==> src/rtl/clk_tree_freq.sv <==
module clk_tree_freq #(
  parameter int unsigned REF_HZ   = 24000000,
  parameter int unsigned SLOW_HZ  = 32768,
  parameter int unsigned MUL_LO   = 20,
  parameter int unsigned MUL_HI   = 22,
  parameter int unsigned TAP_MUL  = 18,
  parameter int unsigned XTAL_DIV = 8,
  parameter int FRAC_W = 6,
  parameter int BUS_W  = 3,
  parameter int IPG_W  = 2,
  parameter int PER_W  = 6,
  parameter int DIV_W  = 64,
  parameter int OUT_W  = 32,
  parameter int ID_W   = 4
) (
  input  logic              clk,
  input  logic              rst_n,
  input  logic              req_valid,
  input  logic [ID_W-1:0]   req_id,
  input  logic              pll_sel,
  input  logic [1:0]        src_sel,
  input  logic [FRAC_W-1:0] frac_a,
  input  logic [FRAC_W-1:0] frac_b,
  input  logic [BUS_W-1:0]  bus_div,
  input  logic [IPG_W-1:0]  ipg_div,
  input  logic [PER_W-1:0]  per_div,
  output logic              busy,
  output logic              done,
  output logic [OUT_W-1:0]  freq
);

  localparam int M1    = (FRAC_W > BUS_W) ? FRAC_W : BUS_W;
  localparam int M2    = (IPG_W > PER_W) ? IPG_W : PER_W;
  localparam int DEN_W = ((M1 > M2) ? M1 : M2) + 1;
  localparam int CNT_W = $clog2(DIV_W);
  localparam logic [DIV_W-1:0] PLL_LO = DIV_W'(REF_HZ) * DIV_W'(MUL_LO);
  localparam logic [DIV_W-1:0] PLL_HI = DIV_W'(REF_HZ) * DIV_W'(MUL_HI);
  localparam logic [ID_W-1:0]  ID_XTAL  = ID_W'(5);
  localparam logic [ID_W-1:0]  ID_XTAL8 = ID_W'(6);
  localparam logic [ID_W-1:0]  ID_SLOW  = ID_W'(7);
  localparam logic [ID_W-1:0]  ID_LAST  = ID_W'(4);

  logic              busy_q, done_q;
  logic [OUT_W-1:0]  freq_q;
  logic [DIV_W-1:0]  q_q;
  logic [DEN_W-1:0]  rem_q, den_q;
  logic [CNT_W-1:0]  cnt_q;
  logic [2:0]        stage_q, last_q;
  logic [1:0]        src_q;
  logic [BUS_W-1:0]  bus_q;
  logic [IPG_W-1:0]  ipg_q;
  logic [PER_W-1:0]  per_q;

  wire accept  = req_valid && !busy_q;
  wire is_calc = (req_id != '0) && (req_id <= ID_LAST);

  logic [OUT_W-1:0] const_val;
  always_comb begin
    case (req_id)
      ID_XTAL:  const_val = OUT_W'(REF_HZ);
      ID_XTAL8: const_val = OUT_W'(REF_HZ / XTAL_DIV);
      ID_SLOW:  const_val = OUT_W'(SLOW_HZ);
      default:  const_val = '0;
    endcase
  end

  wire [DIV_W-1:0]  pll = pll_sel ? PLL_HI : PLL_LO;
  wire [FRAC_W-1:0] tap = (src_sel == 2'd2) ? frac_a : frac_b;
  logic [DIV_W-1:0] num0;
  logic [DEN_W-1:0] den0;
  always_comb begin
    if (src_sel == 2'd0) begin
      num0 = pll;
      den0 = DEN_W'(1);
    end else if (tap == '0) begin
      num0 = '0;
      den0 = DEN_W'(1);
    end else begin
      num0 = pll * DIV_W'(TAP_MUL);
      den0 = DEN_W'(tap);
    end
  end

  logic [DEN_W-1:0] nxt_den;
  always_comb begin
    case (stage_q)
      3'd0:    nxt_den = (src_q == 2'd3) ? DEN_W'(2) : DEN_W'(1);
      3'd1:    nxt_den = DEN_W'(bus_q) + DEN_W'(1);
      3'd2:    nxt_den = DEN_W'(ipg_q) + DEN_W'(1);
      default: nxt_den = DEN_W'(per_q) + DEN_W'(1);
    endcase
  end

  wire [DEN_W:0]   rem_sh = {rem_q, q_q[DIV_W-1]};
  wire             ge     = rem_sh >= {1'b0, den_q};
  wire [DEN_W:0]   rem_n  = ge ? rem_sh - {1'b0, den_q} : rem_sh;
  wire [DIV_W-1:0] q_n    = {q_q[DIV_W-2:0], ge};
  wire             last_bit = cnt_q == CNT_W'(DIV_W - 1);

  always_ff @(posedge clk) begin
    if (!rst_n) begin
      busy_q  <= 1'b0;
      done_q  <= 1'b0;
      freq_q  <= '0;
      q_q     <= '0;
      rem_q   <= '0;
      den_q   <= DEN_W'(1);
      cnt_q   <= '0;
      stage_q <= '0;
      last_q  <= '0;
      src_q   <= '0;
      bus_q   <= '0;
      ipg_q   <= '0;
      per_q   <= '0;
    end else begin
      done_q <= 1'b0;
      if (busy_q) begin
        q_q   <= q_n;
        rem_q <= rem_n[DEN_W-1:0];
        cnt_q <= cnt_q + 1'b1;
        if (last_bit) begin
          cnt_q <= '0;
          rem_q <= '0;
          if (stage_q == last_q) begin
            busy_q <= 1'b0;
            done_q <= 1'b1;
            freq_q <= q_n[OUT_W-1:0];
          end else begin
            stage_q <= stage_q + 3'd1;
            den_q   <= nxt_den;
          end
        end
      end else if (accept) begin
        if (is_calc) begin
          busy_q  <= 1'b1;
          q_q     <= num0;
          den_q   <= den0;
          rem_q   <= '0;
          cnt_q   <= '0;
          stage_q <= '0;
          last_q  <= req_id[2:0];
          src_q   <= src_sel;
          bus_q   <= bus_div;
          ipg_q   <= ipg_div;
          per_q   <= per_div;
        end else begin
          done_q <= 1'b1;
          freq_q <= const_val;
        end
      end
    end
  end

  assign busy = busy_q;
  assign done = done_q;
  assign freq = freq_q;

  p_reset_idle_r1: assert property (@(posedge clk) !rst_n |=> !busy && !done && freq == '0);

  p_xtal_now_r2: assert property (@(posedge clk) disable iff (!rst_n)
    (req_valid && !busy && req_id == ID_XTAL) |=> done && !busy && freq == OUT_W'(REF_HZ));

  p_none_zero_r3: assert property (@(posedge clk) disable iff (!rst_n)
    (req_valid && !busy && (req_id == '0 || req_id > ID_SLOW)) |=> done && !busy && freq == '0);

  p_end_done_r8: assert property (@(posedge clk) disable iff (!rst_n)
    $fell(busy) |-> done);

  p_busy_excl_r9: assert property (@(posedge clk) disable iff (!rst_n)
    busy |-> !done);

  p_freq_hold_r11: assert property (@(posedge clk) disable iff (!rst_n)
    !done |-> $stable(freq));

endmodule

==> config.mk <==
export PLATFORM = sky130hd
export DESIGN_NAME = clk_tree_freq
export DESIGN_NICKNAME = d
export VERILOG_FILES = /design/src/rtl/clk_tree_freq.sv
export SDC_FILE = /design/constraint.sdc
export NUM_CORES = 1
export LEC_CHECK = 0
export ABC_AREA = 1
export BUFFER_PORTS_ARGS = -buffer_cell sky130_fd_sc_hd__buf_2
export CORE_MARGIN = 5
export CORE_UTILIZATION = 59
export CTS_CLUSTER_DIAMETER = 40
export DETAILED_ROUTE_END_ITERATION = 8
export GPL_TIMING_DRIVEN = 0
export PLACE_DENSITY = 0.91
export SETUP_SLACK_MARGIN = 0.05
export SYNTH_ARGS = -nofsm -noshare
export SYNTH_HDL_FRONTEND = slang
export SYNTH_SLANG_ARGS = --single-unit
==> constraint.sdc <==
create_clock -name clk -period 2 [get_ports clk]
set_input_delay 0.1 -clock clk [delete_from_list [all_inputs] [get_ports clk]]
set_output_delay 0.1 -clock clk [all_outputs]
set_load 0.03 [all_outputs]
==> impl_summary.log, run 1 <==
[metrics] die width: ~120 µm
[metrics] minimum setup slack after placement: -0.177 ns
[metrics] Bufs on Longest Clock Path: 2
[metrics] placer's final routability congestion estimate: 0.963
[metrics] port buffer count: 65
[metrics] maximum vdd ir drop: roughly 0.00069 V
[metrics] slack of the critical path: 0.123 ns
[metrics] post-synthesis sequential area ratio: 42.1%
[metrics] Setup crit start kind: register
[metrics] Sink Count: around 140
[metrics] # nets final: 1081
[metrics] Clk pwr share: between 40% and 50%
[metrics] vias per inst: 5.70
[metrics] clock insertion delay at the later pin of the skew report: approximately 0.54 ns
[metrics] flip-flop and latch count after synthesis: roughly 140
[metrics] first-pass GRT wire length: between 20000 and 30000 µm
[metrics] Syn Std Cell Area: around 0.0065 mm²
[metrics] internal power component: around 5.3 mW
[metrics] HPWL reported at the end of detailed placement: approximately 12000 µm
[metrics] combinational power share: approximately 16%
[metrics] Max-slew headroom: 59.3%
[metrics] setup tns final: 0 ns
[metrics] Clock transition at path regs: around 0.060 ns
[metrics] Layout Area Growth over Synthesis: 21.9%
[metrics] Tcrit/Tclk final: 93.9%
[metrics] final wirelength: between 15000 and 20000 µm
[metrics] master cell of the clock root buffer: clkbuf_8
[metrics] FILL cells: around 770
[metrics] syn avg cell area: roughly 7 µm²
[metrics] number of placement rows: 38
[metrics] num ports: between 60 and 70
[metrics] share of flip-flops with an asynchronous set or reset: 0%
[metrics] number of distinct library cells after synthesis: 39
[metrics] maximum fanout count along the critical path: 6
[metrics] minimum clock period: 1.88 ns
[metrics] Final Hold Violating Endpoints: 0
[metrics] number of nets produced by synthesis: between 900 and 1000
[metrics] critical path start-end classification: register to register
[metrics] worst min-delay path category: input pin to register
[metrics] synth warn: 0
[metrics] status: completed
[metrics] share of cells above drive strength 1: roughly 16%
[metrics] Design Area, Final: 0.00794 mm²
[metrics] final core utilization: about three quarters
[metrics] DR pass1 iterations: 5
[metrics] TritonCTS buffer count: 17
[metrics] initial core utilization: ~60%
[metrics] Final Skew: approximately 0.0083 ns
[metrics] die height: ~120 µm
[metrics] switch share: between 20% and 30%
[metrics] via total after detailed routing: 6750
[metrics] Core ar.: between 0.01 and 0.015 mm²
[metrics] register cell area after layout: around 0.0027 mm²
[metrics] TritonCTS clock tree: built
[metrics] Max Cap Viol: 0
[metrics] most instantiated flip-flop cell in the synthesis netlist: dfxtp_1
[metrics] Residual DRC: 0
[metrics] worst-margin pin slew: 0.611 ns
[metrics] post-synthesis cell count: between 900 and 1000
[metrics] global route total overflow: 0
[metrics] endpoint arrival time on the critical path: around 2.3 ns
[metrics] Routed WL per cell: around 15 µm
[metrics] Antenna Cells: 0
[metrics] total placed instance area: around 0.007 mm²
[metrics] initial DRC count: between 800 and 900
[metrics] number of setup violations in the final report: 0
[metrics] vias in the first global route: between 6000 and 7000
[metrics] LEAKAGE: 3.72 nW
[metrics] Max Clock Freq: between 0.5 and 0.6 GHz
[metrics] power spent charging and discharging nets: 2.04 mW
[metrics] largest net degree at the start of global routing: 17
[metrics] area of the multi-input gates: 0.00329 mm²
[metrics] Seq pwr share: approximately two fifths
[metrics] aggregate global-route resource usage: between 20% and 30%
[metrics] final-report max-slew violation count: 0
[metrics] Die Area: approximately 0.013 mm²
[metrics] deepest level of the CTS H-tree: 4
[metrics] Power per Cell Area: a little over 900 mW/mm²
[metrics] Worst Setup End Kind: register
[metrics] count of nets left with antenna violations after detail routing: 0
[metrics] required time at the worst-slack endpoint: approximately 2.5 ns
[metrics] number of flops mapped to enable cells by yosys: 0
[metrics] number of antenna violations at the first check in global routing: 0
-- power groups by stage --
stage          Sequential, mW  Combinational, mW  Clock (mW)
2_1_floorplan            3.08              0.668           0
3_3_place_gp             2.98               1.03           0
3_5_place_dp             2.99               1.04           0
4_1_cts                  2.93               1.11        3.22
5_1_grt                  2.95               1.30        3.35
6_report                 2.94               1.19        3.22
-- per-stage QoR --
step           hold slack (ns)  instances  power, mW
2_1_floorplan            0.235        924       3.75
3_3_place_gp             0.324       1129       4.01
3_5_place_dp             0.333       1129       4.03
4_1_cts                 0.0527       1179       7.26
5_1_grt                  0.133       1184       7.60
6_report                0.0820       1184       7.34
-- cells by family (layout without fill, tap and decap cells) --
group | count (synthesis) | after routing | share of synthesized area [%]
xor+xnor | 10 | 10 | 1.35
buf+inv | 124 | 244 | 8.71
compound gates | 126 | 126 | 10.2
fa+ha+maj | 16 | 16 | 3.19
simple gates | 511 | 511 | 34.4
flops | 137 | 137 | 42.1
-- final timing paths --
path / start / to / slack (ns) / cells past startpoint
worst min register to register: q_q[56] / q_q[57] / 0.46 / 2
worst min-delay path: frac_b[0] / den_q[0] / 0.08 / 7
worst max register to register: q_q[63] / rem_q[0] / 0.12 / 9
worst max-delay path: q_q[63] / rem_q[0] / 0.12 / 9
-- cell type report --
class                   count  share of cell area, %
plain buffers              46                   3.44
clock buffers              21                   5.91
clock inverters            10                   1.78
inverters                  78                   3.72
multi-input cells         663                   41.4
flip-flops and latches    137                   34.6
well taps                 140                   2.21
repair buffers             89                   6.97
-- cell usage after synthesis, types with 2 or more instances --
master    number  area, µm²
buf_1          5       18.8
nor2_2        12       75.1
nor3_1         5       25.0
buf_6          5       56.3
dfxtp_1      137       2740
nor2_1       115        432
nand2_1      274       1030
inv_1         74        278
ha_1          15        188
buf_2         15       75.1
a31oi_1       10       62.6
a21oi_1       77        385
nand4_1       18        113
clkbuf_1      15       56.3
inv_2          3       11.3
nand2_4        2       22.5
nand3b_1      34        255
xor2_1         4       35.0
nand3_1       42        210
a211oi_1       2       15.0
o21ai_1        2       10.0
nand2_2        3       18.8
o21ai_0       29        145
xnor2_1        6       52.6
o211ai_1       2       15.0
a21oi_2        2       17.5
buf_4          4       30.0
-- sequential cells by signal (all words and copies together) (netlist names) --
| signal | flops |
|---|---|
| ipg_q | 2 |
| freq | 32 |
| den_q | 7 |
| q_q | 64 |
| bus_q | 3 |
| stage_q | 3 |
| done | 1 |
| busy | 1 |
| cnt_q | 6 |
| per_q | 6 |
| rem_q | 7 |
| src_q | 2 |
| last_q | 3 |
-- metal layers --
metal	vias up	share of wire (%)	track usage, %
met4	0	4.7	15.3
li1	3188	-	-
met5	-	0	0
met2	380	46	45.8
met1	3090	39	33.6
met3	92	9.8	7.00
-- worst max-delay path, stage by stage (launching register included) --
cell and delay [ns]:
dfxtp_2 0.34, inv_1 0.07, ha_2 0.21, fa_2 0.43
o21ai_4 0.22, nand2_4 0.11, buf_4 0.16, nand4_1 0.07
nand3_1 0.09, a21oi_1 0.12
-- cells in the final DEF, fill, tap and decap left out, drive strengths merged --
master and instances:
nand2 279, dfxtp 137, nor2 127, buf 101, a21oi 79, inv 79
nand3 43, clkbuf 36, nand3b 35, o21ai 32, dlygate4sd3 19, nand4 18
ha 15, a31oi 10, xnor2 6, nor3 6, xor2 4, clkinv 4
bufinv 3, o211ai 2, a211oi 2, clkinvlp 2, or2 1, nor3b 1
o22ai 1, and2 1, fa 1
-- timing repair --
action | 4_1_cts | 5_1_grt
endpoints found under the hold margin | 22 | 0
pin swaps | 1 | 4
gates resized for setup | 7 | 17
setup endpoints to repair | 8 | 26
hold buffers | 19 | 0
setup buffers | 0 | 5
No activity file was read; power rests on OpenSTA's default activity.
==> run 2, diff against run 1 <==
--- a/config.mk
+++ b/config.mk
@@ -7,12 +7,13 @@
 export LEC_CHECK = 0
 export ABC_AREA = 1
 export BUFFER_PORTS_ARGS = -buffer_cell sky130_fd_sc_hd__buf_2
-export CORE_MARGIN = 5
-export CORE_UTILIZATION = 59
+export CORE_ASPECT_RATIO = 1.1
+export CORE_MARGIN = 1.5
+export CORE_UTILIZATION = 56
 export CTS_CLUSTER_DIAMETER = 40
 export DETAILED_ROUTE_END_ITERATION = 8
 export GPL_TIMING_DRIVEN = 0
-export PLACE_DENSITY = 0.91
+export PLACE_DENSITY = 0.87
 export SETUP_SLACK_MARGIN = 0.05
 export SYNTH_ARGS = -nofsm -noshare
 export SYNTH_HDL_FRONTEND = slang
==> run 2 against run 1 <==
Compared with the run above:
- clock skew shrank 0.0023 ns
- critical endpoint is now rem_q[4]
- largest power group unchanged
- sequential power is essentially flat
- global-route usage grew 0.72 points
- maximum frequency shrank 0.74%
- hold slack lost 0.044 ns
- critical path type unchanged
- worst setup slack lost 0.014 ns
- routed wire length shrank 6.2%
- first-iteration DRC count shrank 28%
==> impl_summary.log, run 2 (synthesis results as in run 1) <==
[metrics] Layout Area Growth over Synthesis: 20.4%
[metrics] largest net degree at the start of global routing: 17
[metrics] Residual DRC: 0
[metrics] die width: 106 µm
[metrics] DR pass1 iterations: 7
[metrics] count of nets left with antenna violations after detail routing: 0
[metrics] minimum clock period: roughly 1.9 ns
[metrics] Tcrit/Tclk final: a little over nine tenths
[metrics] maximum vdd ir drop: 0.000782 V
[metrics] clock insertion delay at the later pin of the skew report: 0.43 ns
[metrics] number of antenna violations at the first check in global routing: 0
[metrics] worst stage delay on the critical path: 0.40 ns
[metrics] Setup crit start kind: register
[metrics] TritonCTS clock tree: built
[metrics] terminus of the critical flop-to-flop path: rem_q[4]
[metrics] status: completed
[metrics] critical path start-end classification: register to register
[metrics] number of setup violations in the final report: 0
[metrics] initial core utilization: about 57%
[metrics] final wirelength: about 17000 µm
[metrics] first-pass GRT wire length: between 20000 and 30000 µm
[metrics] vias in the first global route: 6089
[metrics] Max Cap Viol: 0
[metrics] setup repair after global routing missed its margin: no
[metrics] aggregate global-route resource usage: 28.6%
[metrics] num ports: 67
[metrics] LEAKAGE: about 3.7 nW
[metrics] most used cells in the layout excluding fill and tap cells: nand2_1, dfxtp_1, nor2_1
[metrics] library cell contributing the largest single delay on the critical path: fa_2
[metrics] Antenna Cells: 0
[metrics] Critical R2R Launch: q_q[63]
[metrics] port buffer count: between 60 and 70
[metrics] Routed WL per cell: around 14 µm
[metrics] required time at the worst-slack endpoint: ~2.4 ns
[metrics] # nets final: approximately 1100
[metrics] share of cells above drive strength 1: roughly 16%
[metrics] deepest level of the CTS H-tree: 4
[metrics] most frequent standard cell in the layout excluding fill and tap cells: nand2_1
[metrics] die height: about 120 µm
[metrics] flip-flop count of the largest register, all copies and words added: 64
[metrics] minimum setup slack after placement: -0.182 ns
[metrics] placer's final routability congestion estimate: roughly 0.92
[metrics] Sink Count: about 140
[metrics] hold path startpoint: req_id[2]
[metrics] vias per inst: between 5 and 6
[metrics] hold-critical path depth: 3
[metrics] Power per Cell Area: about 930 mW/mm²
[metrics] endpoint arrival time on the critical path: ~2.3 ns
[metrics] Clock transition at path regs: around 0.06 ns
[metrics] Top reg by flops: q_q
[metrics] Core ar.: 0.0114 mm²
[metrics] Worst Setup End Kind: register
[metrics] TritonCTS buffer count: 17
[metrics] worst min-delay path category: input pin to register
[metrics] maximum fanout count along the critical path: 3
[metrics] total power: between 7 and 8 mW
[metrics] master cell of the clock root buffer: clkbuf_16
[metrics] depth of the worst register-to-register path: 9
[metrics] setup tns final: 0 ns
[metrics] cells traversed along the worst timing path: inv_1 -> ha_2 -> fa_2 -> o21ai_4 -> nand2_2 -> buf_4 -> nand4_1 -> nand3_1 -> a21oi_2
[metrics] Final Skew: between 0.005 and 0.006 ns
[metrics] slack of the critical path: approximately 0.11 ns
[metrics] global route total overflow: 0
[metrics] worst-margin pin slew: ~0.62 ns
[metrics] Die Area: between 0.01 and 0.015 mm²
[metrics] Max Clock Freq: roughly 0.53 GHz
[metrics] Bufs on Longest Clock Path: 2
[metrics] Final Hold Violating Endpoints: 0
[metrics] number of placement rows: 41
[metrics] via total after detailed routing: approximately 6500
[metrics] Max-slew headroom: between 50% and 60%
[metrics] final-report max-slew violation count: 0
[metrics] flop-to-flop setup slack: 0.11 ns
[metrics] HPWL reported at the end of detailed placement: between 10000 and 15000 µm
[metrics] initial DRC count: around 600
[metrics] endpoint with the worst hold slack: last_q[2]
## run 2: changes by cell type in the layout (fill, tap and decap cells not counted), sizes merged
cell / delta
clkinvlp: +3
clkbuf: -2
buf: -2
inv: +2
dlygate4sd3: -6
clkinv: -2
## run 2: final cells by class
type	instances	area (µm²)
inverter	78	295
buffer	46	272
multi-input combinational	663	3250
fill	919	3550
sequential	137	2740
clock buffer	19	443
tap	150	188
clock inverter	13	168
timing repair buffer	81	478
## run 2: report_power, final
part           switching (mW)  total (mW)  leakage, nW  internal [mW]
combinational           0.743        1.14         2.26          0.396
clock                    1.24        3.24        0.283           2.00
sequential             0.0788        2.94         1.12           2.86
total                    2.06        7.32         3.66           5.26
## run 2: worst max-delay path: cells and delay by family, from the launching register on
kind	cells	cell delay, ns
buffers and inverters	2	0.25
and+or+nand+nor	3	0.28
AOI/OAI and AO/OA	2	0.33
DFF	1	0.36
adders and majority gates	2	0.61
## run 2: worst max path at each step
stage / slack [ns] / endpoint / cells after the start / from
detailed placement: -0.18 / rem_q[5] / 9 / q_q[63]
global placement: -0.17 / rem_q[5] / 9 / q_q[63]
finish: 0.11 / rem_q[4] / 9 / q_q[63]
global route: 0.02 / rem_q[4] / 9 / q_q[63]
floorplan: 0.18 / rem_q[5] / 9 / q_q[63]
CTS: 0.09 / rem_q[5] / 9 / den_q[4]
## run 2: layer usage
metal  part of all wire, %  GRT usage [%]  wire length [µm]  vias to the layer above
met5                     0              0                 0                        -
met4                   2.9           12.5               494                        0
met3                   8.3           7.71              1410                       55
met2                    48           48.7              8290                      282
met1                    40           34.3              6900                     2988
li1                      -              -                 -                     3168
## run 2: metrics by stage
step	hold slack, ns	instances	instance area, µm²	utilization, %
4_1_cts	0.0126	1185	7780	68.4
5_1_grt	0.0335	1187	7840	68.8
2_1_floorplan	0.235	924	6510	-
3_3_place_gp	0.323	1139	7020	61.7
3_5_place_dp	0.332	1139	7020	61.7
6_report	0.0378	1187	7840	68.8
## run 2: what timing repair did
| item | CTS | global route |
|---|---|---|
| gates resized for setup | 4 | 8 |
| endpoints found under the hold margin | 12 | 1 |
| setup buffers | 2 | 1 |
| hold buffers | 12 | 1 |
| pin swaps | 1 | 1 |
| setup endpoints to repair | 8 | 16 |
==> run 3, diff against run 2 <==
--- a/config.mk
+++ b/config.mk
@@ -9,11 +9,12 @@
 export BUFFER_PORTS_ARGS = -buffer_cell sky130_fd_sc_hd__buf_2
 export CORE_ASPECT_RATIO = 1.1
 export CORE_MARGIN = 1.5
-export CORE_UTILIZATION = 56
+export CORE_UTILIZATION = 36
 export CTS_CLUSTER_DIAMETER = 40
 export DETAILED_ROUTE_END_ITERATION = 8
+export GPL_ROUTABILITY_DRIVEN = 1
 export GPL_TIMING_DRIVEN = 0
-export PLACE_DENSITY = 0.87
+export PLACE_DENSITY = 0.64
 export SETUP_SLACK_MARGIN = 0.05
 export SYNTH_ARGS = -nofsm -noshare
 export SYNTH_HDL_FRONTEND = slang
==> run 3 against run 2 <==
Compared with the run above:
- total power decreased by 1.4%
- sequential cell count stayed put
- hold slack worse by 0.0024 ns
- via count decreased by 5.9%
- worst setup slack gained 0.012 ns
- critical path depth stayed put
- highest routed layer unchanged
==> impl_summary.log, run 3 (synthesis results as in run 1) <==
[metrics] final non-filler cell total: 1276
[metrics] setup tns final: 0 ns
[metrics] global route total overflow: 0
[metrics] # nets final: roughly 1100
[metrics] required time at the worst-slack endpoint: 2.29 ns
[metrics] placed instance count: between 1000 and 1500
[metrics] aggregate global-route resource usage: between 10% and 20%
[metrics] count of nets left with antenna violations after detail routing: 0
[metrics] maximum vdd ir drop: between 0.0005 and 0.0006 V
[metrics] Design Area, Final: roughly 0.008 mm²
[metrics] initial core utilization: a little under two fifths
[metrics] Clock transition at path regs: around 0.06 ns
[metrics] Antenna Cells: 0
[metrics] vias per inst: between 4 and 5
[metrics] total placed instance area: 0.00713 mm²
[metrics] Top reg by flops: q_q
[metrics] Post-Route Hold Slack: roughly 0.035 ns
[metrics] Worst Setup End Kind: register
[metrics] Layout Area Growth over Synthesis: 22.0%
[metrics] vias in the first global route: 5641
[metrics] number of placement rows: between 50 and 60
[metrics] DR pass1 iterations: 5
[metrics] top routing layer in use: met4
[metrics] initial DRC count: roughly 340
[metrics] Max Cap Viol: 0
[metrics] num ports: between 60 and 70
[metrics] die height: between 100 and 150 µm
[metrics] Sink Count: between 100 and 150
[metrics] deepest level of the CTS H-tree: 4
[metrics] number of setup violations in the final report: 0
[metrics] placer's final routability congestion estimate: approximately 0.85
[metrics] Residual DRC: 0
[metrics] master cell of the clock root buffer: clkbuf_16
[metrics] HPWL reported at the end of detailed placement: approximately 12000 µm
[metrics] clock insertion delay at the later pin of the skew report: about 0.42 ns
[metrics] minimum clock period: around 1.9 ns
[metrics] port buffer count: 65
[metrics] final wirelength: approximately 17000 µm
[metrics] Final Skew: roughly 0.0074 ns
[metrics] first-pass GRT wire length: 27300 µm
[metrics] final core utilization: 44.9%
[metrics] critical path start-end classification: register to register
[metrics] Power per Cell Area: about 900 mW/mm²
[metrics] worst-margin pin slew: between 0.6 and 0.7 ns
[metrics] final-report max-slew violation count: 0
[metrics] Max-slew headroom: 53.8%
[metrics] most used cells in the layout excluding fill and tap cells: nand2_1, dfxtp_1, nor2_1
[metrics] setup repair after global routing missed its margin: yes
[metrics] Setup crit start kind: register
[metrics] LEAKAGE: between 3 and 4 nW
[metrics] worst min-delay path category: input pin to register
[metrics] Core ar.: 0.0177 mm²
[metrics] share of cells above drive strength 1: between 10% and 20%
[metrics] TritonCTS buffer count: 17
[metrics] largest net degree at the start of global routing: 17
[metrics] WL met1: roughly 8000 µm
[metrics] via total after detailed routing: slightly above 6000
[metrics] sum of met2 wire segment lengths after detailed routing: about 8000 µm
[metrics] Die Area: 0.0189 mm²
[metrics] Bufs on Longest Clock Path: 2
[metrics] number of antenna violations at the first check in global routing: 0
[metrics] TritonCTS clock tree: built
[metrics] Routed WL per cell: between 10 and 15 µm
[metrics] flip-flop count of the largest register, all copies and words added: 64
[metrics] status: completed
[metrics] Max Clock Freq: about 0.53 GHz
[metrics] DR WL met3: just under 700 µm
[metrics] die width: about 130 µm
[metrics] maximum fanout count along the critical path: 7
[metrics] most frequent standard cell in the layout excluding fill and tap cells: nand2_1
[metrics] Final Hold Violating Endpoints: 0
[metrics] endpoint arrival time on the critical path: 2.17 ns
[metrics] Tcrit/Tclk final: a little over nine tenths
run 3: cell count changes in the layout (fill, tap and decap cells not counted), sizes merged:
cell,change
inv,-3
dlygate4sd3,+2
bufinv,-1
clkbuf,+2
clkinv,+4
clkinvlp,-2
buf,-1
run 3: layout make-up:
class                      instances  area (µm²)
buffer                            46         272
timing repair buffer              82         490
clock buffer                      21         480
fill                            1823        9730
multi-input combinational        663        3240
clock inverter                    11         120
inverter                          78         295
tap                              238         298
sequential                       137        2740
run 3: worst max-delay path, stage by stage, from the launching register on:
cell	delay, ns
dfxtp_1	0.35
inv_1	0.07
ha_1	0.31
inv_1	0.08
nor3_2	0.31
nand2_2	0.20
nand3_4	0.17
nand3_1	0.10
nand3_1	0.09
a21oi_1	0.07
run 3: timing repair:
item                                    in CTS  in global routing
gates resized for setup                      3                  8
pin swaps                                    1                  2
hold buffers                                15                  0
endpoints found under the setup margin       8                 13
endpoints found under the hold margin       15                  0
buffers inserted                             1                  1
run 3: worst paths after layout:
path,startpoint,endpoint,slack [ns],cells after the start
setup / recovery,den_q[6],rem_q[5],0.12,9
hold / removal,per_div[0],per_q[0],0.04,3
setup reg to reg,den_q[6],rem_q[5],0.12,9
hold reg to reg,q_q[47],q_q[48],0.45,2
run 3: per-layer routing:
layer,GRT usage [%],vias to the layer above
li1,-,3169
met2,30.9,140
met3,3.54,32
met5,0,-
met4,7.57,0
met1,22.8,2770
run 3: through the flow:
stage / total power, mW / setup WS (ns)
floorplan: 3.75 / 0.183
global placement: 4.04 / -0.230
detailed placement: 4.05 / -0.195
CTS: 7.24 / 0.0692
global route: 7.52 / -0.00394
finish: 7.22 / 0.121
run 3: power by group:
part / internal, mW / switching [mW]
logic: 0.396 / 0.728
clock network: 1.96 / 1.20
registers: 2.86 / 0.0735
total: 5.22 / 2.00
